<file path="src/rtl/srx_pkg.sv">
package srx_pkg;
   localparam int unsigned SRX_MAXB = 9;

   typedef enum logic [2:0] {
      S_IDLE, S_START, S_DATA, S_PAR, S_STOP, S_HOLD
   } srx_state_e;

   typedef struct packed {
      logic [SRX_MAXB-1:0] data;
      logic                stop_ok;
      logic                par_bad;
      logic                all_low;
   } srx_frame_t;
endpackage

</file>
<file path="src/rtl/srx_insel.sv">
module srx_insel #(
   parameter int unsigned SYNC_STAGES = 2,
   parameter bit          EXT_CLK_EN  = 1'b1
) (
   input  logic clk,
   input  logic rst_n,
   input  logic rx_i,
   input  logic loop_i,
   input  logic loop_sel,
   input  logic ext_clk_i,
   input  logic clk_sel,
   input  logic baud_tick_i,
   output logic rx_s,
   output logic tick
);
   logic                   line_mux;
   logic [SYNC_STAGES-1:0] rx_q;
   logic                   ext_rise;

   assign line_mux = loop_sel ? loop_i : rx_i;

   always_ff @(posedge clk or negedge rst_n) begin
      if (!rst_n) rx_q <= '1;
      else        rx_q <= {rx_q[SYNC_STAGES-2:0], line_mux};
   end
   assign rx_s = rx_q[SYNC_STAGES-1];

   generate
      if (EXT_CLK_EN) begin : g_ext
         logic [SYNC_STAGES:0] ck_q;
         always_ff @(posedge clk or negedge rst_n) begin
            if (!rst_n) ck_q <= '0;
            else        ck_q <= {ck_q[SYNC_STAGES-1:0], ext_clk_i};
         end
         assign ext_rise = ck_q[SYNC_STAGES-1] & ~ck_q[SYNC_STAGES];
      end else begin : g_noext
         assign ext_rise = 1'b0;
      end
   endgenerate

   assign tick = clk_sel ? ext_rise : baud_tick_i;
endmodule

</file>
<file path="src/rtl/srx_deframe.sv">
module srx_deframe
   import srx_pkg::*;
#(
   parameter int unsigned OSR = 16
) (
   input  logic       clk,
   input  logic       rst_n,
   input  logic       tick,
   input  logic       rx,
   input  logic [3:0] nbits,
   input  logic       par_en,
   input  logic       par_odd,
   output logic       done,
   output srx_frame_t frame,
   output logic       active
);
   localparam int unsigned CNT_W = $clog2(OSR);
   localparam logic [CNT_W-1:0] MID  = CNT_W'(OSR/2 - 1);
   localparam logic [CNT_W-1:0] LAST = CNT_W'(OSR - 1);

   srx_state_e          st;
   logic [CNT_W-1:0]    cnt;
   logic [3:0]          idx;
   logic [SRX_MAXB-1:0] sh;
   logic                allz, par_acc, par_bad;

   always_ff @(posedge clk or negedge rst_n) begin
      if (!rst_n) begin
         st <= S_IDLE; cnt <= '0; idx <= '0; sh <= '0;
         allz <= 1'b0; par_acc <= 1'b0; par_bad <= 1'b0;
         done <= 1'b0; frame <= '0;
      end else begin
         done <= 1'b0;
         unique case (st)
            S_IDLE: if (tick && !rx) begin
               st  <= S_START;
               cnt <= '0;
            end
            S_START: if (tick) begin
               if (cnt == MID) begin
                  cnt <= '0;
                  if (rx) st <= S_IDLE;
                  else begin
                     st <= S_DATA; idx <= '0; sh <= '0;
                     allz <= 1'b1; par_acc <= 1'b0; par_bad <= 1'b0;
                  end
               end else cnt <= cnt + 1'b1;
            end
            S_DATA: if (tick) begin
               if (cnt == LAST) begin
                  cnt     <= '0;
                  sh      <= {rx, sh[SRX_MAXB-1:1]};
                  allz    <= allz & ~rx;
                  par_acc <= par_acc ^ rx;
                  if (idx == nbits - 4'd1) st <= par_en ? S_PAR : S_STOP;
                  else                     idx <= idx + 4'd1;
               end else cnt <= cnt + 1'b1;
            end
            S_PAR: if (tick) begin
               if (cnt == LAST) begin
                  cnt     <= '0;
                  par_bad <= (par_acc ^ rx) != par_odd;
                  allz    <= allz & ~rx;
                  st      <= S_STOP;
               end else cnt <= cnt + 1'b1;
            end
            S_STOP: if (tick) begin
               if (cnt == LAST) begin
                  cnt           <= '0;
                  done          <= 1'b1;
                  frame.data    <= sh >> (4'd9 - nbits);
                  frame.stop_ok <= rx;
                  frame.par_bad <= par_bad;
                  frame.all_low <= allz & ~rx;
                  st            <= rx ? S_IDLE : S_HOLD;
               end else cnt <= cnt + 1'b1;
            end
            S_HOLD: if (rx) st <= S_IDLE;
            default: st <= S_IDLE;
         endcase
      end
   end

   assign active = (st == S_HOLD);

   // a start bit that is high again at its middle sample is dropped
   a_r10_start_reject: assert property (@(posedge clk) disable iff (!rst_n)
      (st == S_START && tick && cnt == MID && rx) |=> (st == S_IDLE));

   // a low stop sample leaves the receiver waiting for a high line
   a_r7_hold_after_low_stop: assert property (@(posedge clk) disable iff (!rst_n)
      (done && !frame.stop_ok) |-> active);
endmodule

</file>
<file path="src/rtl/srx_status.sv">
module srx_status
   import srx_pkg::*;
(
   input  logic                clk,
   input  logic                rst_n,
   input  logic                done,
   input  srx_frame_t          frame,
   input  logic                nine,
   input  logic                rd_data,
   input  logic                rd_status,
   input  logic                attn_we,
   input  logic                attn_d,
   input  logic                ie_we,
   input  logic                ie_d,
   output logic [SRX_MAXB-1:0] data_q,
   output logic                bit9_q,
   output logic                full_q,
   output logic                ovr_q,
   output logic                fe_q,
   output logic                pe_q,
   output logic                brk_q,
   output logic                attn_q,
   output logic                ie_q,
   output logic                err,
   output logic                irq
);
   logic is_addr, accept, load, is_brk;

   assign is_addr = nine & frame.data[SRX_MAXB-1];
   assign accept  = done & (~attn_q | is_addr);
   assign load    = accept & (~full_q | rd_data);
   assign is_brk  = frame.all_low;

   always_ff @(posedge clk or negedge rst_n) begin
      if (!rst_n) begin
         data_q <= '0; bit9_q <= 1'b0; full_q <= 1'b0;
         ovr_q <= 1'b0; fe_q <= 1'b0; pe_q <= 1'b0; brk_q <= 1'b0;
         attn_q <= 1'b0; ie_q <= 1'b0;
      end else begin
         if (load) begin
            data_q <= frame.data;
            bit9_q <= is_addr;
            full_q <= 1'b1;
         end else if (rd_data) full_q <= 1'b0;

         ovr_q <= (ovr_q & ~rd_status) | (accept & full_q & ~rd_data);
         fe_q  <= (fe_q  & ~rd_status) | (accept & ~frame.stop_ok & ~is_brk);
         pe_q  <= (pe_q  & ~rd_status) | (accept & frame.par_bad & ~is_brk);
         brk_q <= (brk_q & ~rd_status) | (accept & is_brk);

         if (attn_we)                    attn_q <= attn_d;
         else if (accept && is_addr)     attn_q <= 1'b0;

         if (ie_we) ie_q <= ie_d;
      end
   end

   assign err = ovr_q | fe_q | pe_q | brk_q;
   assign irq = ie_q & (full_q | err);

   // overrun leaves the held character untouched
   a_r4_overrun_keeps: assert property (@(posedge clk) disable iff (!rst_n)
      (done && accept && full_q && !rd_data) |=> ($stable(data_q) && ovr_q));

   // a buffer read with nothing arriving empties the buffer
   a_r3_read_clears_full: assert property (@(posedge clk) disable iff (!rst_n)
      (rd_data && !done) |=> !full_q);

   // a status read with nothing arriving clears every sticky flag
   a_r8_status_clears: assert property (@(posedge clk) disable iff (!rst_n)
      (rd_status && !done) |=> !(ovr_q || fe_q || pe_q || brk_q));

   // an address character ends attention mode
   a_r9_attn_exit: assert property (@(posedge clk) disable iff (!rst_n)
      (attn_q && done && is_addr && !attn_we) |=> !attn_q);

   // a dropped character never fills the buffer
   a_r9_drop_no_fill: assert property (@(posedge clk) disable iff (!rst_n)
      (attn_q && done && !is_addr && !full_q && !rd_data) |=> !full_q);

   // no request while disabled
   a_r12_irq_gated: assert property (@(posedge clk) disable iff (!rst_n)
      !ie_q |-> !irq);
endmodule

</file>
<file path="src/rtl/serial_rx_top.sv">
module serial_rx_top
   import srx_pkg::*;
#(
   parameter int unsigned OSR         = 16,
   parameter int unsigned SYNC_STAGES = 2,
   parameter bit          EXT_CLK_EN  = 1'b1
) (
   input  logic       clk,
   input  logic       rst_n,
   input  logic       baud_tick_i,
   input  logic       ext_clk_i,
   input  logic       clk_sel_i,
   input  logic       rx_i,
   input  logic       tx_loop_i,
   input  logic [1:0] frame_mode_i,
   input  logic       parity_en_i,
   input  logic       parity_odd_i,
   input  logic       attn_we_i,
   input  logic       attn_d_i,
   input  logic       ie_we_i,
   input  logic       ie_d_i,
   input  logic       rd_data_i,
   input  logic       rd_status_i,
   output logic [8:0] rx_data_o,
   output logic       bit9_o,
   output logic       full_o,
   output logic       overrun_o,
   output logic       framing_o,
   output logic       parity_o,
   output logic       break_o,
   output logic       err_o,
   output logic       rx_active_o,
   output logic       attn_o,
   output logic       irq_o
);
   generate
      if (OSR < 4 || (OSR % 2) != 0) begin : g_bad_osr
         $error("serial_rx_top: OSR must be even and at least 4");
      end
      if (SYNC_STAGES < 2) begin : g_bad_sync
         $error("serial_rx_top: SYNC_STAGES must be at least 2");
      end
   endgenerate

   logic       loop_sel, nine, par_en_eff, rx_s, tick, done, ie_q;
   logic [3:0] nbits;
   srx_frame_t frame;

   always_comb begin
      unique case (frame_mode_i)
         2'b01:   nbits = 4'd7;
         2'b10,
         2'b11:   nbits = 4'd9;
         default: nbits = 4'd8;
      endcase
   end

   assign loop_sel   = (frame_mode_i == 2'b11);
   assign nine       = (nbits == 4'd9);
   assign par_en_eff = parity_en_i & ~nine;

   srx_insel #(.SYNC_STAGES(SYNC_STAGES), .EXT_CLK_EN(EXT_CLK_EN)) u_insel (
      .clk(clk), .rst_n(rst_n), .rx_i(rx_i), .loop_i(tx_loop_i),
      .loop_sel(loop_sel), .ext_clk_i(ext_clk_i), .clk_sel(clk_sel_i),
      .baud_tick_i(baud_tick_i), .rx_s(rx_s), .tick(tick));

   srx_deframe #(.OSR(OSR)) u_deframe (
      .clk(clk), .rst_n(rst_n), .tick(tick), .rx(rx_s), .nbits(nbits),
      .par_en(par_en_eff), .par_odd(parity_odd_i), .done(done),
      .frame(frame), .active(rx_active_o));

   srx_status u_status (
      .clk(clk), .rst_n(rst_n), .done(done), .frame(frame), .nine(nine),
      .rd_data(rd_data_i), .rd_status(rd_status_i),
      .attn_we(attn_we_i), .attn_d(attn_d_i), .ie_we(ie_we_i), .ie_d(ie_d_i),
      .data_q(rx_data_o), .bit9_q(bit9_o), .full_q(full_o),
      .ovr_q(overrun_o), .fe_q(framing_o), .pe_q(parity_o), .brk_q(break_o),
      .attn_q(attn_o), .ie_q(ie_q), .err(err_o), .irq(irq_o));

   // nine-bit modes mirror the top data bit into bit9_o
   a_r2_bit9_mirror: assert property (@(posedge clk) disable iff (!rst_n)
      bit9_o |-> rx_data_o[8]);
endmodule

</file>
<file path="config.mk">
export PLATFORM = sky130hd
export DESIGN_NAME = serial_rx_top
export DESIGN_NICKNAME = d
export VERILOG_FILES = /design/src/rtl/srx_pkg.sv /design/src/rtl/srx_insel.sv /design/src/rtl/srx_deframe.sv /design/src/rtl/srx_status.sv /design/src/rtl/serial_rx_top.sv
export SDC_FILE = /design/constraint.sdc
export NUM_CORES = 1
export LEC_CHECK = 0
export BUFFER_PORTS_ARGS = -buffer_cell sky130_fd_sc_hd__buf_2
export CORE_MARGIN = 2
export CORE_UTILIZATION = 50
export DETAILED_ROUTE_END_ITERATION = 12
export PLACE_DENSITY = 0.69
export REMOVE_ABC_BUFFERS = 1
export SLEW_MARGIN = 30
export SYNTH_ARGS = -nofsm -noshare
export SYNTH_HDL_FRONTEND = slang
export SYNTH_SLANG_ARGS = --single-unit
</file>
<file path="constraint.sdc">
create_clock -name clk -period 2.8 [get_ports clk]
set_input_delay 0.56 -clock clk [delete_from_list [all_inputs] [get_ports clk]]
set_output_delay 0.56 -clock clk [all_outputs]
set_load 0.02 [all_outputs]
</file>
==> metrics.txt, run 1 <==
# TYPE chip_impl_metric gauge
chip_impl_info{name="run_status",value="completed"} 1
chip_impl_metric{name="p_leak",unit="nW"} 1.55
chip_impl_info{name="ctsRootBufferMaster",value="sky130_fd_sc_hd__clkbuf_8"} 1
chip_impl_metric{name="viasPerCell",unit=""} 5.46
chip_impl_info{name="worstSetupStartpointType",value="flip-flop"} 1
chip_impl_metric{name="placed_cells_incl_taps",unit=""} 379
chip_impl_metric{name="detail_route.wirelength",unit="mm"} 5.38
chip_impl_metric{name="grt_max_degree",unit=""} 31
chip_impl_metric{name="antenna_nets_post_route",unit=""} 0
chip_impl_metric{name="synthesis.yosys.warnings",unit=""} 0
chip_impl_metric{name="powerDensity",unit="mW/mm^2"} 641
chip_impl_metric{name="drt_drc_violations_left",unit=""} 0
chip_impl_metric{name="slew_headroom",unit=""} 0.541
chip_impl_metric{name="post_cts_resize_count",unit=""} 0
chip_impl_metric{name="final_net_count",unit=""} 338
chip_impl_info{name="synth_area_leader_cell",value="sky130_fd_sc_hd__dfrtp_1"} 1
chip_impl_info{name="mostFrequentLayoutCells",value="sky130_fd_sc_hd__dfrtp_1 (56), sky130_fd_sc_hd__buf_2 (35), sky130_fd_sc_hd__nand2_1 (34)"} 1
chip_impl_metric{name="synthDistinctLibCells",unit=""} 46
chip_impl_metric{name="synth.area.mux_share",unit=""} 0.0846
chip_impl_metric{name="portBuffers",unit=""} 35
chip_impl_metric{name="hold_violations",unit=""} 0
chip_impl_metric{name="post_synth_inst_count",unit=""} 277
chip_impl_metric{name="cts_hold_repair.buffers",unit=""} 0
chip_impl_info{name="cts_tree",value="done"} 1
chip_impl_metric{name="area_growth_syn_to_layout",unit="%"} 16.1
chip_impl_metric{name="clock-sinks",unit=""} 58
chip_impl_metric{name="finalHoldWorstSlack",unit="ps"} 260
chip_impl_metric{name="synth_simple_gate_area_share",unit=""} 0.164
chip_impl_info{name="final_common_cell",value="sky130_fd_sc_hd__dfrtp_1"} 1
chip_impl_metric{name="finalSetupViolCount",unit=""} 0
chip_impl_metric{name="count_of_fill_cells_added_during_filler_insertion",unit=""} 490
chip_impl_metric{name="post-cts-setup-buffers",unit=""} 0
chip_impl_metric{name="grt_util_met1",unit=""} 0.274
chip_impl_metric{name="grt_util_met2",unit=""} 0.299
chip_impl_metric{name="critical_path.max_fanout",unit=""} 3
chip_impl_metric{name="cts_clk_pin_slew_worst_paths",unit="ps"} 70
chip_impl_metric{name="synth.top_cell.area_share",unit=""} 0.499
chip_impl_metric{name="worst_ir_drop_vdd",unit="V"} 0.000442
chip_impl_info{name="worstSetupEndpointType",value="output pin"} 1
chip_impl_info{name="r2r-end",value="u_deframe.idx[3]"} 1
chip_impl_metric{name="cts-buffers-inserted",unit=""} 9
chip_impl_metric{name="synth_seq_cells",unit=""} 58
chip_impl_metric{name="r2r.worst_path.cells",unit=""} 5
chip_impl_info{name="hold_path.class",value="in -> async"} 1
chip_impl_metric{name="timing.critical_path.arrival",unit="ps"} 1600
chip_impl_metric{name="placementRows",unit=""} 27
chip_impl_metric{name="least_margin_pin_slew",unit="ps"} 689
chip_impl_metric{name="synth_sequential_area_ratio",unit=""} 0.517
chip_impl_metric{name="die_width",unit="um"} 79.0
chip_impl_metric{name="final.period_utilization",unit=""} 0.770
chip_impl_metric{name="vias",unit=""} 2155
chip_impl_metric{name="postLayoutSetupSlackWorst",unit="ps"} 644
chip_impl_metric{name="netlist_area",unit="mm^2"} 0.00281
chip_impl_metric{name="tns",unit="ps"} 0
chip_impl_metric{name="n_antenna_cell",unit=""} 0
chip_impl_metric{name="synthXorXnorAreaFrac",unit=""} 0.0156
chip_impl_metric{name="fmaxAchievable",unit="GHz"} 0.464
chip_impl_metric{name="drt_pre_antenna_iters",unit=""} 4
chip_impl_info{name="post_synth_main_area_contributors",value="sky130_fd_sc_hd__dfrtp_1 (50%), sky130_fd_sc_hd__mux2_2 (5.2%), sky130_fd_sc_hd__o21ai_0 (4.6%)"} 1
chip_impl_metric{name="r2r_slack",unit="ps"} 720
chip_impl_metric{name="place.gp.congestion",unit=""} 0.862
chip_impl_metric{name="worstPathRequired",unit="ps"} 2240
chip_impl_metric{name="die_height",unit="um"} 79.0
chip_impl_metric{name="count_of_final_max_slew_check_failures",unit=""} 0
chip_impl_metric{name="post-place-ws",unit="ps"} 491
chip_impl_metric{name="global_route.usage.total",unit=""} 0.198
chip_impl_metric{name="synth.avg_cell_area",unit="um^2"} 10.1
chip_impl_metric{name="design.die.area",unit="mm^2"} 0.00624
chip_impl_metric{name="globalRouteOverflowTotal",unit=""} 0
chip_impl_metric{name="grtUsageMet3",unit=""} 0.0409
chip_impl_metric{name="skew",unit="ps"} 9.91
chip_impl_metric{name="max_root_sink_buffers",unit=""} 2
chip_impl_metric{name="drt-initial-drc-count",unit=""} 108
chip_impl_metric{name="ctsHtreeMaxLevel",unit=""} 3
chip_impl_metric{name="dp.final_hpwl",unit="mm"} 3.94
chip_impl_metric{name="layout-drive-gt1-share",unit=""} 0.245
chip_impl_info{name="grt.busiest_layer",value="met2"} 1
chip_impl_metric{name="core-area",unit="mm^2"} 0.00547
chip_impl_metric{name="synth_adder_area_share",unit=""} 0.0134
chip_impl_metric{name="grt_first_pass_wirelength",unit="mm"} 9.53
chip_impl_metric{name="first_global_vias",unit=""} 2050
chip_impl_info{name="path_class",value="reg -> out"} 1
chip_impl_metric{name="insertion_delay_of_the_later_clocked_pin_in_the_worst_skew_pair",unit="ps"} 330
chip_impl_info{name="largest_family_of_logic_cells_by_synthesized_area",value="compound AO/OA/AOI/OAI gates"} 1
chip_impl_metric{name="max_cap_violations",unit=""} 0
chip_impl_metric{name="initial_core_util",unit=""} 0.513
chip_impl_metric{name="fin_crit",unit="ps"} 2160
chip_impl_metric{name="boundaryPins",unit=""} 36
chip_impl_metric{name="drt-wirelength-per-cell",unit="um"} 13.6
chip_impl_metric{name="synth-compound-area-share",unit=""} 0.173
chip_impl_metric{name="final_core_utilization",unit=""} 0.596
chip_impl_info{name="worstReg2RegStart",value="u_deframe.cnt[3]"} 1
chip_impl_info{name="grt_setup_unrepaired",value="no"} 1
chip_impl_metric{name="finish.cell_count_without_fillers",unit=""} 395
chip_impl_metric{name="antenna_found_initial",unit=""} 0
stage by stage:
step / cell area, um^2 / total power, mW
6_report: 3260 / 2.09
5_1_grt: 3260 / 2.23
4_1_cts: 3260 / 2.11
3_5_place_dp: 3090 / 1.45
3_3_place_gp: 3090 / 1.44
2_1_floorplan: 2750 / 1.29
how the worst max path moves through the flow:
stage / start / to / slack (ps) / cells past startpoint
5_1_grt: u_deframe.st[2] / rx_active_o / 550 / 3
2_1_floorplan: frame_mode_i[1] / u_status.data_q[0] / 600 / 6
3_3_place_gp: frame_mode_i[1] / u_deframe.st[2] / 540 / 8
4_1_cts: u_status.ovr_q / irq_o / 620 / 3
3_5_place_dp: frame_mode_i[1] / u_deframe.st[2] / 490 / 8
6_report: u_status.ovr_q / irq_o / 640 / 3
kinds of logic after synthesis:
group,after synthesis
and+or+nand+nor,94
AOI/OAI and AO/OA,73
DFF,58
buffers and inverters,22
adders and majority gates,3
muxes,22
xor gates and xnor gates,5
sequential cells by signal, summed over array words and instances (netlist names), 2 cells and up:
| name | cells |
|---|---|
| u_deframe.frame | 12 |
| u_deframe.sh | 9 |
| u_deframe.idx | 4 |
| u_deframe.cnt | 4 |
| u_insel.g_ext.ck_q | 3 |
| u_status.data_q | 9 |
| u_deframe.st | 3 |
| u_insel.rx_q | 2 |
routing by layer:
layer	vias to the layer above	share of wire	routed length (um)
met5	-	0	0
met4	0	0.020	110
met3	11	0.039	211
met2	48	0.46	2460
met1	1023	0.48	2590
li1	1073	-	-
worst max-delay path, stage by stage (launching register included):
cell and delay [ps]:
sky130_fd_sc_hd__dfrtp_1 390, sky130_fd_sc_hd__or4_1 540, sky130_fd_sc_hd__o21a_1 180, sky130_fd_sc_hd__buf_2 150
area by class of cell:
type | instances | area [um^2] | share of cell area
repair buffers | 43 | 248 | 0.0759
multi-input cells | 197 | 1270 | 0.388
well taps | 72 | 90.1 | 0.0276
inverters | 9 | 33.8 | 0.0104
clock inverters | 7 | 46.3 | 0.0142
flip-flops and latches | 58 | 1450 | 0.446
clock buffers | 9 | 124 | 0.0380
Yosys cell counts (all sizes together):
| cell | count |
|---|---|
| or4b | 1 |
| mux2 | 14 |
| nor4bb | 1 |
| o2bb2ai | 5 |
| nor2b | 5 |
| o21ai | 29 |
| inv | 9 |
| o21a | 2 |
| xnor2 | 3 |
| or3b | 3 |
| xor2 | 2 |
| or2 | 2 |
| a21o | 1 |
| a22oi | 1 |
| mux2i | 8 |
| ha | 3 |
| nand3b | 1 |
| dfstp | 2 |
| nor2 | 19 |
| nor3b | 3 |
| a221o | 2 |
| o21bai | 1 |
| nand3 | 7 |
| and3 | 1 |
| nor3 | 6 |
| a32oi | 1 |
| nand4 | 1 |
| nand2 | 34 |
| nand2b | 8 |
| buf | 4 |
| o32a | 1 |
| a21oi | 15 |
| or4 | 2 |
| o211ai | 1 |
| a211oi | 1 |
| clkbuf | 9 |
| dfrtp | 56 |
| a22o | 9 |
| o32ai | 1 |
| a31oi | 3 |
power by group:
group          switching [mW]  leakage (nW)  internal (mW)
Sequential             0.0940         0.769          0.903
Combinational           0.242         0.699          0.197
Clock                   0.341        0.0810          0.316
Total                   0.677          1.55           1.42
No activity file was read; power rests on OpenSTA's default activity.
==> run 2: changes to the inputs <==
Settings changed: PLACE_DENSITY 0.69 to 0.72.
Clock period 2.8 ns to 1.9 ns, I/O delays scaled along.
==> run 2 against run 1 <==
Against the previous run: wire length increased by 8.3%; non-clock buffer count is 28 higher; critical path type unchanged; first-iteration DRC count is 7.4% lower; combinational power is 94% higher; largest power group unchanged; sequential power up 44%; the flow now finishes with violations (setup timing); highest routed layer unchanged; worst hold slack got worse by 250 ps; core utilization is 6.0 points higher; die area did not move; register-to-register slack got worse by 660 ps; critical path depth stayed put; sequential share of layout area down 4.0 points.
==> metrics.txt, run 2 (same netlist as run 1, synthesis figures left out) <==
# TYPE chip_impl_metric gauge
chip_impl_metric{name="fmaxAchievable",unit="GHz"} 0.511
chip_impl_metric{name="placement.cell_area",unit="mm^2"} 0.00327
chip_impl_metric{name="core-area",unit="mm^2"} 0.00547
chip_impl_metric{name="grt_first_pass_wirelength",unit="mm"} 9.76
chip_impl_info{name="worstSetupStartpointType",value="flip-flop"} 1
chip_impl_metric{name="layout.cell_area.non_filler",unit="mm^2"} 0.00359
chip_impl_metric{name="design.die.area",unit="mm^2"} 0.00624
chip_impl_info{name="cp_cell_instances",value="or4_4 > o21a_1 > buf_6"} 1
chip_impl_metric{name="slew_headroom",unit=""} 0.644
chip_impl_metric{name="finalSetupViolCount",unit=""} 1
chip_impl_metric{name="least_margin_pin_slew",unit="ps"} 534
chip_impl_info{name="mostFrequentLayoutCells",value="sky130_fd_sc_hd__dfrtp_1 (55), sky130_fd_sc_hd__nand2_1 (34), sky130_fd_sc_hd__buf_2 (34), sky130_fd_sc_hd__buf_4 (34), sky130_fd_sc_hd__o21ai_0 (26)"} 1
chip_impl_metric{name="insertion_delay_of_the_later_clocked_pin_in_the_worst_skew_pair",unit="ps"} 340
chip_impl_metric{name="critical_path.max_fanout",unit=""} 2
chip_impl_metric{name="antenna_nets_post_route",unit=""} 0
chip_impl_info{name="critPathSlowestCell",value="sky130_fd_sc_hd__or4_4"} 1
chip_impl_metric{name="r2r.worst_path.cells",unit=""} 5
chip_impl_metric{name="drt_pre_antenna_iters",unit=""} 4
chip_impl_metric{name="worstPathRequired",unit="ps"} 1520
chip_impl_metric{name="globalRouteOverflowTotal",unit=""} 0
chip_impl_info{name="hold_path.class",value="in -> async"} 1
chip_impl_metric{name="worst_ir_drop_vdd",unit="V"} 0.000693
chip_impl_metric{name="p_leak",unit="nW"} 1.73
chip_impl_metric{name="cts_hold_repair.buffers",unit=""} 0
chip_impl_info{name="grt_setup_unrepaired",value="yes"} 1
chip_impl_metric{name="count_of_final_max_slew_check_failures",unit=""} 0
chip_impl_metric{name="drt-wirelength-per-cell",unit="um"} 13.8
chip_impl_metric{name="dp.final_hpwl",unit="mm"} 4.14
chip_impl_metric{name="ctsHtreeMaxLevel",unit=""} 3
chip_impl_metric{name="powerDensity",unit="mW/mm^2"} 997
chip_impl_info{name="top_register",value="u_deframe.frame"} 1
chip_impl_metric{name="hold_violations",unit=""} 0
chip_impl_metric{name="placementRows",unit=""} 27
chip_impl_metric{name="first_global_vias",unit=""} 2148
chip_impl_metric{name="global_route.usage.total",unit=""} 0.206
chip_impl_info{name="violations_in_the_final_reports",value="setup timing"} 1
chip_impl_metric{name="max_cap_violations",unit=""} 0
chip_impl_info{name="worstSetupEndpointType",value="output pin"} 1
chip_impl_info{name="path_class",value="reg -> out"} 1
chip_impl_metric{name="antenna_found_initial",unit=""} 0
chip_impl_metric{name="max_reg_flops",unit=""} 12
chip_impl_metric{name="detail_route.wirelength",unit="mm"} 5.82
chip_impl_metric{name="timing.critical_path.arrival",unit="ps"} 1580
chip_impl_info{name="r2r-end",value="u_deframe.idx[3]"} 1
chip_impl_metric{name="timing.critical_path.buf_inv",unit=""} 1
chip_impl_metric{name="portBuffers",unit=""} 35
chip_impl_metric{name="cts-buffers-inserted",unit=""} 9
chip_impl_metric{name="vias",unit=""} 2264
chip_impl_metric{name="boundaryPins",unit=""} 36
chip_impl_metric{name="final_net_count",unit=""} 366
chip_impl_metric{name="n_antenna_cell",unit=""} 0
chip_impl_metric{name="place.gp.congestion",unit=""} 0.913
chip_impl_metric{name="final.period_utilization",unit=""} 1.03
chip_impl_metric{name="grt_max_degree",unit=""} 25
chip_impl_metric{name="die_height",unit="um"} 79.0
chip_impl_info{name="ctsRootBufferMaster",value="sky130_fd_sc_hd__clkbuf_8"} 1
chip_impl_info{name="worstReg2RegStart",value="u_deframe.cnt[3]"} 1
chip_impl_metric{name="finalHoldWorstSlack",unit="ps"} 11.6
chip_impl_metric{name="initial_core_util",unit=""} 0.513
chip_impl_metric{name="die_width",unit="um"} 79.0
chip_impl_metric{name="max_root_sink_buffers",unit=""} 2
chip_impl_info{name="biggestRegsByFlops",value="u_deframe.frame x12, u_deframe.sh x9, u_status.data_q x9"} 1
chip_impl_info{name="run_status",value="finished with violations"} 1
chip_impl_metric{name="fin_crit",unit="ps"} 1960
chip_impl_metric{name="clock-sinks",unit=""} 58
chip_impl_info{name="final_common_cell",value="sky130_fd_sc_hd__dfrtp_1"} 1
chip_impl_metric{name="layout-drive-gt1-share",unit=""} 0.321
chip_impl_info{name="crit_family",value="simple AND/OR/NAND/NOR gates"} 1
chip_impl_metric{name="tns",unit="ps"} -58.1
chip_impl_metric{name="area_growth_syn_to_layout",unit="%"} 27.8
chip_impl_metric{name="worst_path_largest_cell_delay",unit="ps"} 530
chip_impl_metric{name="drt-initial-drc-count",unit=""} 100
chip_impl_metric{name="postLayoutSetupSlackWorst",unit="ps"} -58.1
chip_impl_metric{name="skew",unit="ps"} 3.38
chip_impl_metric{name="drt_drc_violations_left",unit=""} 0
chip_impl_metric{name="count_of_fill_cells_added_during_filler_insertion",unit=""} 454
chip_impl_metric{name="cts_clk_pin_slew_worst_paths",unit="ps"} 60
chip_impl_metric{name="r2r_slack",unit="ps"} 60
chip_impl_metric{name="viasPerCell",unit=""} 5.38
chip_impl_info{name="cts_tree",value="done"} 1
## run 2: cell types whose count changed in the layout (fill, tap and decap cells not counted), moves of 2 or more
cell / previous run / this run
sky130_fd_sc_hd__bufinv_16: 0 / 2
sky130_fd_sc_hd__clkinv_2: 3 / 0
sky130_fd_sc_hd__buf_6: 0 / 2
sky130_fd_sc_hd__clkbuf_8: 9 / 12
sky130_fd_sc_hd__clkinvlp_4: 3 / 0
sky130_fd_sc_hd__buf_4: 7 / 34
## run 2: cell type report
class,instances,area (um^2),share of cell area
inverters,9,33.8,0.00941
well taps,72,90.1,0.0251
multi-input cells,197,1320,0.367
clock inverters,2,60.1,0.0167
repair buffers,71,468,0.130
clock buffers,12,165,0.0460
flip-flops and latches,58,1460,0.405
## run 2: timing repair
action	4_1_cts	5_1_grt
gates cloned	0	0
pin swaps	0	4
setup endpoints to repair	2	6
gates resized for setup	1	11
buffers inserted	2	2
## run 2: how the worst max path moves through the flow
| stage | start | endpoint | slack [ps] | cells after the start |
|---|---|---|---|---|
| 5_1_grt | u_status.ovr_q | irq_o | -100 | 3 |
| 4_1_cts | u_status.ovr_q | irq_o | -60 | 3 |
| 2_1_floorplan | u_deframe.cnt[0] | u_deframe.frame[0] | -220 | 6 |
| 3_3_place_gp | frame_mode_i[0] | u_deframe.st[2] | -160 | 8 |
| 6_report | u_status.ovr_q | irq_o | -60 | 3 |
| 3_5_place_dp | frame_mode_i[0] | u_deframe.st[2] | -190 | 8 |
## run 2: stage by stage
step / total power, mW / util / cells / setup slack (ps)
final: 3.58 / 0.656 / 421 / -58.1
after global routing: 3.78 / 0.656 / 421 / -104
after CTS: 3.51 / 0.642 / 419 / -55.3
after detailed placement: 2.21 / 0.598 / 403 / -192
after global placement: 2.20 / 0.598 / 403 / -165
after floorplan: 1.91 / - / 264 / -218
## run 2: worst register-to-register path: stages, from the launching register on
cell,delay (ps)
sky130_fd_sc_hd__dfrtp_1,420
sky130_fd_sc_hd__or4b_4,560
sky130_fd_sc_hd__o2bb2ai_4,190
sky130_fd_sc_hd__o211ai_2,130
sky130_fd_sc_hd__or4_1,400
sky130_fd_sc_hd__nand3_1,90
## run 2: per-layer routing
layer  routed length (um)  global-route usage
met1                 2610               0.246
met2                 2780               0.340
met3                  285              0.0500
met4                  149               0.117
met5                    0                   0
## run 2: power breakdown
part	leakage (nW)	internal (mW)	switching [mW]
Sequential	0.767	1.33	0.105
Clock	0.115	0.831	0.463
Combinational	0.846	0.408	0.440
